==> config.mk <==
export PLATFORM = sky130hd
export DESIGN_NAME = dual_port_ram
export DESIGN_NICKNAME = d
export VERILOG_FILES = /design/src/rtl/dpram_pkg.sv /design/src/rtl/dpram_rst_sync.sv /design/src/rtl/dpram_array.sv /design/src/rtl/dpram_port_out.sv /design/src/rtl/dual_port_ram.sv
export SDC_FILE = /design/constraint.sdc
export NUM_CORES = 2
export LEC_CHECK = 0
export CORE_ASPECT_RATIO = 0.6
export CORE_MARGIN = 2
export CORE_UTILIZATION = 30
export CTS_CLUSTER_SIZE = 12
export DETAILED_ROUTE_END_ITERATION = 16
export MAX_ROUTING_LAYER = met4
export SYNTH_ARGS = -nofsm -noshare
export SYNTH_HDL_FRONTEND = slang
export SYNTH_SLANG_ARGS = --single-unit
==> constraint.sdc <==
create_clock -name clk -period 22.8 [get_ports clk]
set_input_delay 2.28 -clock clk [delete_from_list [all_inputs] [get_ports clk]]
set_output_delay 2.28 -clock clk [all_outputs]
set_load 0.005 [all_outputs]
==> src/rtl/dpram_pkg.sv <==
package dpram_pkg;
  // Output behaviour of a port on a cycle where it writes
  typedef enum logic [1:0] {
    WM_READ_FIRST  = 2'd0,  // output shows the word stored before the write
    WM_WRITE_FIRST = 2'd1,  // output shows the data just written
    WM_NO_CHANGE   = 2'd2   // output keeps its previous value
  } wmode_e;
endpackage

==> src/rtl/dpram_rst_sync.sv <==
module dpram_rst_sync (
  input  logic clk,
  input  logic arst_n,
  output logic rst_n_o
);
  logic stage0_q, stage0_d;
  logic stage1_q, stage1_d;

  always_comb begin
    stage0_d = 1'b1;
    stage1_d = stage0_q;
  end

  always_ff @(posedge clk or negedge arst_n) begin
    if (!arst_n) begin
      stage0_q <= 1'b0;
      stage1_q <= 1'b0;
    end else begin
      stage0_q <= stage0_d;
      stage1_q <= stage1_d;
    end
  end

  assign rst_n_o = stage1_q;
endmodule

==> src/rtl/dpram_array.sv <==
module dpram_array #(
  parameter int DATA_W = 8,
  parameter int ADDR_W = 6
) (
  input  logic              clk,
  input  logic              rst_n,
  input  logic              wr_a,
  input  logic [ADDR_W-1:0] addr_a,
  input  logic [DATA_W-1:0] wdata_a,
  input  logic              wr_b,
  input  logic [ADDR_W-1:0] addr_b,
  input  logic [DATA_W-1:0] wdata_b,
  output logic [DATA_W-1:0] word_a,
  output logic [DATA_W-1:0] word_b
);
  localparam int DEPTH = 1 << ADDR_W;

  logic [DATA_W-1:0] mem [DEPTH];

  for (genvar w = 0; w < DEPTH; w++) begin : g_word
    logic              hit_a, hit_b, word_ce;
    logic [DATA_W-1:0] word_d;

    // Port A is selected last, so it wins a same-word collision
    always_comb begin
      hit_a   = wr_a && (addr_a == ADDR_W'(w));
      hit_b   = wr_b && (addr_b == ADDR_W'(w));
      word_ce = hit_a || hit_b;
      word_d  = hit_a ? wdata_a : wdata_b;
    end

    always_ff @(posedge clk or negedge rst_n) begin
      if (!rst_n)       mem[w] <= '0;
      else if (word_ce) mem[w] <= word_d;
    end
  end

  // Pre-edge contents at each port's address
  assign word_a = mem[addr_a];
  assign word_b = mem[addr_b];

  property p_a_wins;
    @(posedge clk) disable iff (!rst_n)
      (wr_a && wr_b && (addr_a == addr_b)) |=> (mem[$past(addr_a)] == $past(wdata_a));
  endproperty
  assert_a_wins_collision_R7: assert property (p_a_wins);

  property p_write_lands;
    @(posedge clk) disable iff (!rst_n)
      (wr_b && !(wr_a && (addr_a == addr_b))) |=> (mem[$past(addr_b)] == $past(wdata_b));
  endproperty
  assert_b_write_lands_R6: assert property (p_write_lands);
endmodule

==> src/rtl/dpram_port_out.sv <==
module dpram_port_out
  import dpram_pkg::*;
#(
  parameter int     DATA_W = 8,
  parameter wmode_e MODE   = WM_READ_FIRST
) (
  input  logic              clk,
  input  logic              rst_n,
  input  logic              en,
  input  logic              we,
  input  logic [DATA_W-1:0] stored,
  input  logic [DATA_W-1:0] wdata,
  output logic [DATA_W-1:0] rdata
);
  logic              load;
  logic [DATA_W-1:0] rdata_d;

  if (MODE == WM_WRITE_FIRST) begin : g_wf
    always_comb begin
      load    = en;
      rdata_d = we ? wdata : stored;
    end
  end else if (MODE == WM_NO_CHANGE) begin : g_nc
    always_comb begin
      load    = en && !we;
      rdata_d = stored;
    end
  end else begin : g_rf
    always_comb begin
      load    = en;
      rdata_d = stored;
    end
  end

  always_ff @(posedge clk or negedge rst_n) begin
    if (!rst_n)    rdata <= '0;
    else if (load) rdata <= rdata_d;
  end

  property p_idle_hold;
    @(posedge clk) disable iff (!rst_n) !en |=> $stable(rdata);
  endproperty
  assert_idle_holds_R2: assert property (p_idle_hold);

  property p_read;
    @(posedge clk) disable iff (!rst_n) (en && !we) |=> (rdata == $past(stored));
  endproperty
  assert_read_registered_R1: assert property (p_read);

  if (MODE == WM_WRITE_FIRST) begin : g_chk_wf
    property p_wf;
      @(posedge clk) disable iff (!rst_n) (en && we) |=> (rdata == $past(wdata));
    endproperty
    assert_write_first_R4: assert property (p_wf);
  end else if (MODE == WM_NO_CHANGE) begin : g_chk_nc
    property p_nc;
      @(posedge clk) disable iff (!rst_n) (en && we) |=> $stable(rdata);
    endproperty
    assert_no_change_R5: assert property (p_nc);
  end else begin : g_chk_rf
    property p_rf;
      @(posedge clk) disable iff (!rst_n) (en && we) |=> (rdata == $past(stored));
    endproperty
    assert_read_first_R3: assert property (p_rf);
  end
endmodule

==> src/rtl/dual_port_ram.sv <==
module dual_port_ram
  import dpram_pkg::*;
#(
  parameter int     DATA_W    = 8,
  parameter int     ADDR_W    = 6,
  parameter wmode_e MODE_A    = WM_READ_FIRST,
  parameter wmode_e MODE_B    = WM_WRITE_FIRST,
  parameter bit     SIMPLE_DP = 1'b0
) (
  input  logic              clk,
  input  logic              rst_n,
  input  logic              a_en,
  input  logic              a_we,
  input  logic [ADDR_W-1:0] a_addr,
  input  logic [DATA_W-1:0] a_wdata,
  output logic [DATA_W-1:0] a_rdata,
  input  logic              b_en,
  input  logic              b_we,
  input  logic [ADDR_W-1:0] b_addr,
  input  logic [DATA_W-1:0] b_wdata,
  output logic [DATA_W-1:0] b_rdata
);
  logic              rst_n_s;
  logic              wr_a, wr_b;
  logic [DATA_W-1:0] word_a, word_b;

  dpram_rst_sync u_rst_sync (
    .clk     (clk),
    .arst_n  (rst_n),
    .rst_n_o (rst_n_s)
  );

  dpram_array #(.DATA_W(DATA_W), .ADDR_W(ADDR_W)) u_array (
    .clk     (clk),
    .rst_n   (rst_n_s),
    .wr_a    (wr_a),
    .addr_a  (a_addr),
    .wdata_a (a_wdata),
    .wr_b    (wr_b),
    .addr_b  (b_addr),
    .wdata_b (b_wdata),
    .word_a  (word_a),
    .word_b  (word_b)
  );

  if (SIMPLE_DP) begin : g_sdp
    // Port A writes only; port B reads only
    always_comb begin
      wr_a = a_en && a_we;
      wr_b = 1'b0;
    end
    assign a_rdata = '0;

    dpram_port_out #(.DATA_W(DATA_W), .MODE(MODE_B)) u_out_b (
      .clk    (clk),
      .rst_n  (rst_n_s),
      .en     (b_en),
      .we     (1'b0),
      .stored (word_b),
      .wdata  (b_wdata),
      .rdata  (b_rdata)
    );
  end else begin : g_tdp
    always_comb begin
      wr_a = a_en && a_we;
      wr_b = b_en && b_we;
    end

    dpram_port_out #(.DATA_W(DATA_W), .MODE(MODE_A)) u_out_a (
      .clk    (clk),
      .rst_n  (rst_n_s),
      .en     (a_en),
      .we     (a_we),
      .stored (word_a),
      .wdata  (a_wdata),
      .rdata  (a_rdata)
    );

    dpram_port_out #(.DATA_W(DATA_W), .MODE(MODE_B)) u_out_b (
      .clk    (clk),
      .rst_n  (rst_n_s),
      .en     (b_en),
      .we     (b_we),
      .stored (word_b),
      .wdata  (b_wdata),
      .rdata  (b_rdata)
    );
  end
endmodule

==> metrics.md <==
| Metric | Value |
|---|---|
| Status | finished, violations left |
| Violated checks | design-rule violations |
| Total Routed Length | roughly 140,000 µm |
| Grt ovf | 0 |
| Setup violators final | 0 |
| Mapped Cells | 3,290 |
| Met2 Usage GRT | about 30% |
| CTS Sinks | between 500 and 600 |
| Gpl congestion | ~1.0 |
| Setup repair bufs after CTS | 0 |
| Worst Skew | 0.0495 ns |
| Detailed Route Iter0 Violations | a little under 5,000 |
| Die area | roughly 0.12 mm² |
| CP max FO | a little under 70 |
| Row cnt | 95 |
| Max frequency | around 0.17 GHz |
| Worst Setup End Kind | flop |
| Reg clk slew, reported paths | roughly 0.070 ns |
| Clock Latency Late Sink | 0.66 ns |
| Net Count, Synth | between 3,000 and 4,000 |
| Hold slack | between 0.3 and 0.4 ns |
| Area post-placement | about 0.035 mm² |
| Static Leak | 16.5 nW |
| Worst-Margin Slew | approximately 1.3 ns |
| First-pass DRT Iterations | 12 |
| FFs w/ async S/R, synth | 100% |
| Dominant cells by area after synthesis | dfrtp_1, mux2i_1, mux4_2, o21ai_0, nand2_1 |
| Root buffer cell | clkbuf_16 |
| # H-tree levels | 2 |
| Via-to-Cell Ratio | 6.04 |
| Post-synth EDFFs | 0 |
| Most common cell in the netlist | mux2i_1 |
| CTS Buf Count | 51 |
| Storage element area | around 0.013 mm² |
| Max-cap viol count | 0 |
| First-pass GRT wire length | 202,000 µm |
| Vias | about 28,000 |
| Starting Density | approximately 30% |
| Die H | 265 µm |
| Residual DRC | 4 |
| IO buf count | 49 |
| Vias in the first global route | about 25,000 |
| Largest net degree at the start of global routing | 81 |
| GRT Max-Usage Layer | met1 |
| Hold buffer count at cts | 0 |
| Register area share after synthesis | slightly below 40% |
| CP Data Arrival Time | 6.30 ns |
| Crit start category | primary input |
| Die Width | about 440 µm |
| Setup tns final | 0 ns |
| GRT Overall Usage | between 20% and 30% |
| Core Util, Final | around a third |
| Layout cell share with drive strength beyond 1 | ~13% |
| Routed len/inst | just over 30 µm |
| Filler instances | approximately 11,000 |
| Max IR drop VDD | ~0.052 mV |
| I/O pin cnt | 50 |
| Power per cell area | between 70 and 80 mW/mm² |
| M3 GR Usage | a little under an eighth |
| WS Path Type | in2reg |
| NumNets Final | 3,188 |
| Critical path required time | ~23 ns |
| Synthesized area | approximately 0.034 mm² |
| Multi-input gate area | between 0.015 and 0.02 mm² |
| Final Hold Viols | 0 |
| Synth Register Bits | 530 |
| Met1 usage | between 30 and 40% |
| Fin area | between 0.03 and 0.04 mm² |
| Resize count post-CTS | 0 |
| Area delta synth->final | 7.60% |
| Rel. slew slack | between 10% and 20% |
| DP HPWL | roughly 96,000 µm |
| Synth Warn # | 0 |
| Fin crit period | about 5.8 ns |
| Antenna violations before repair | 8 |
| ANT nets after route | 0 |
| Max clock buf depth | 3 |
| Largest area contributor in the netlist | dfrtp_1 |
| Final worst path period share | approximately 25% |
| TritonCTS clock tree | built |
| Main synth FF type | dfrtp_1 |
| Max-slew violation count | 0 |
| Core area | ~0.11 mm² |
| Netlist cell types | between 60 and 70 |
| Top cell type's share of synthesized area | about two fifths |
| Hold WC Path Type | reg2async |
| Commonest cells post-synth | mux2i_1, dfrtp_1, nand2_1 |
| RSZ-0062 raised after global routing | no |
| Mean Syn Cell Area | about 10 µm² |
[through the flow]
step	setup slack, ns	total power [mW]	instances
after detailed placement	16.50	1.83	4604
final	17.04	2.68	4680
after global placement	16.55	1.82	4604
after floorplan	6.93	1.59	3290
after CTS	17.17	2.65	4672
after global routing	16.87	2.77	4678
[state kept, by name (all words and copies together) (netlist names)]
| name | cells |
|---|---|
| u_rst_sync.rst_n_o | 1 |
| g_tdp.u_out_a.rdata | 8 |
| u_array.mem | 512 |
| g_tdp.u_out_b.rdata | 8 |
| u_rst_sync.stage0_q | 1 |
[cells by family (layout without fill, tap and decap cells)]
group | after synthesis | in the layout | share of synthesized area (%)
other | 1 | 9 | 0.0110
AOI/OAI and AO/OA | 668 | 668 | 10.7
muxes | 910 | 910 | 33.9
DFF | 530 | 530 | 39.0
buffers and inverters | 301 | 180 | 4.87
and+or+nand+nor | 880 | 880 | 11.5
[power breakdown]
part,switching (mW),internal [mW],total (mW)
Sequential,0.177,1.09,1.27
Clock,0.403,0.426,0.829
Combinational,0.326,0.258,0.584
[critical path, cell delays in order]
cell and delay (ns):
clkbuf_8 0.54, buf_4 0.75, buf_4 0.76, mux4_1 0.63
mux2i_1 0.57, a32o_1 0.23, nor4b_2 0.06, o32a_1 0.36
[placed cells by master (no fill, tap or decap), drive strengths merged, types with 11 or more instances in the layout]
cell and n:
mux4 185, nand2b 23, nand3 12, dfrtp 530
clkbuf 64, mux2i 686, a22oi 33, nor2 263
nor3 21, a211oi 11, o21ai 368, a21oi 181
clkdlybuf4s50 27, nor2b 23, nand2 473, nand4 12
mux2 39, o22ai 24, buf 81, nor4 18
[metal layers]
| layer | vias up | share of wire, % |
|---|---|---|
| met4 | 0 | 1.6 |
| met2 | 2037 | 37 |
| met3 | 167 | 17 |
| met5 | - | 0 |
| li1 | 11700 | - |
| met1 | 14400 | 44 |
[worst paths after layout]
kind,slack (ns),cells past startpoint,from,endpoint
max,17.04,8,a_addr[1],g_tdp.u_out_a.rdata[4]
min,0.34,0,u_rst_sync.rst_n_o,u_array.mem[511]
max reg2reg,19.42,3,u_rst_sync.rst_n_o,u_array.mem[286]
min reg2reg,0.34,0,u_rst_sync.rst_n_o,u_array.mem[511]
max in group asynchronous,19.42,3,u_rst_sync.rst_n_o,u_array.mem[286]
min in group clk,0.35,0,u_rst_sync.stage0_q,u_rst_sync.rst_n_o
[layout make-up]
cell class                 instances  share of cell area [%]
antenna                            8                  0.0547
clock buffer                      63                    3.72
clock inverter                     5                   0.178
inverter                           3                  0.0308
multi-input combinational       2459                    52.3
sequential                       530                    36.3
tap                             1503                    5.14
timing repair buffer             109                    2.36
No activity file was read; power rests on OpenSTA's default activity.
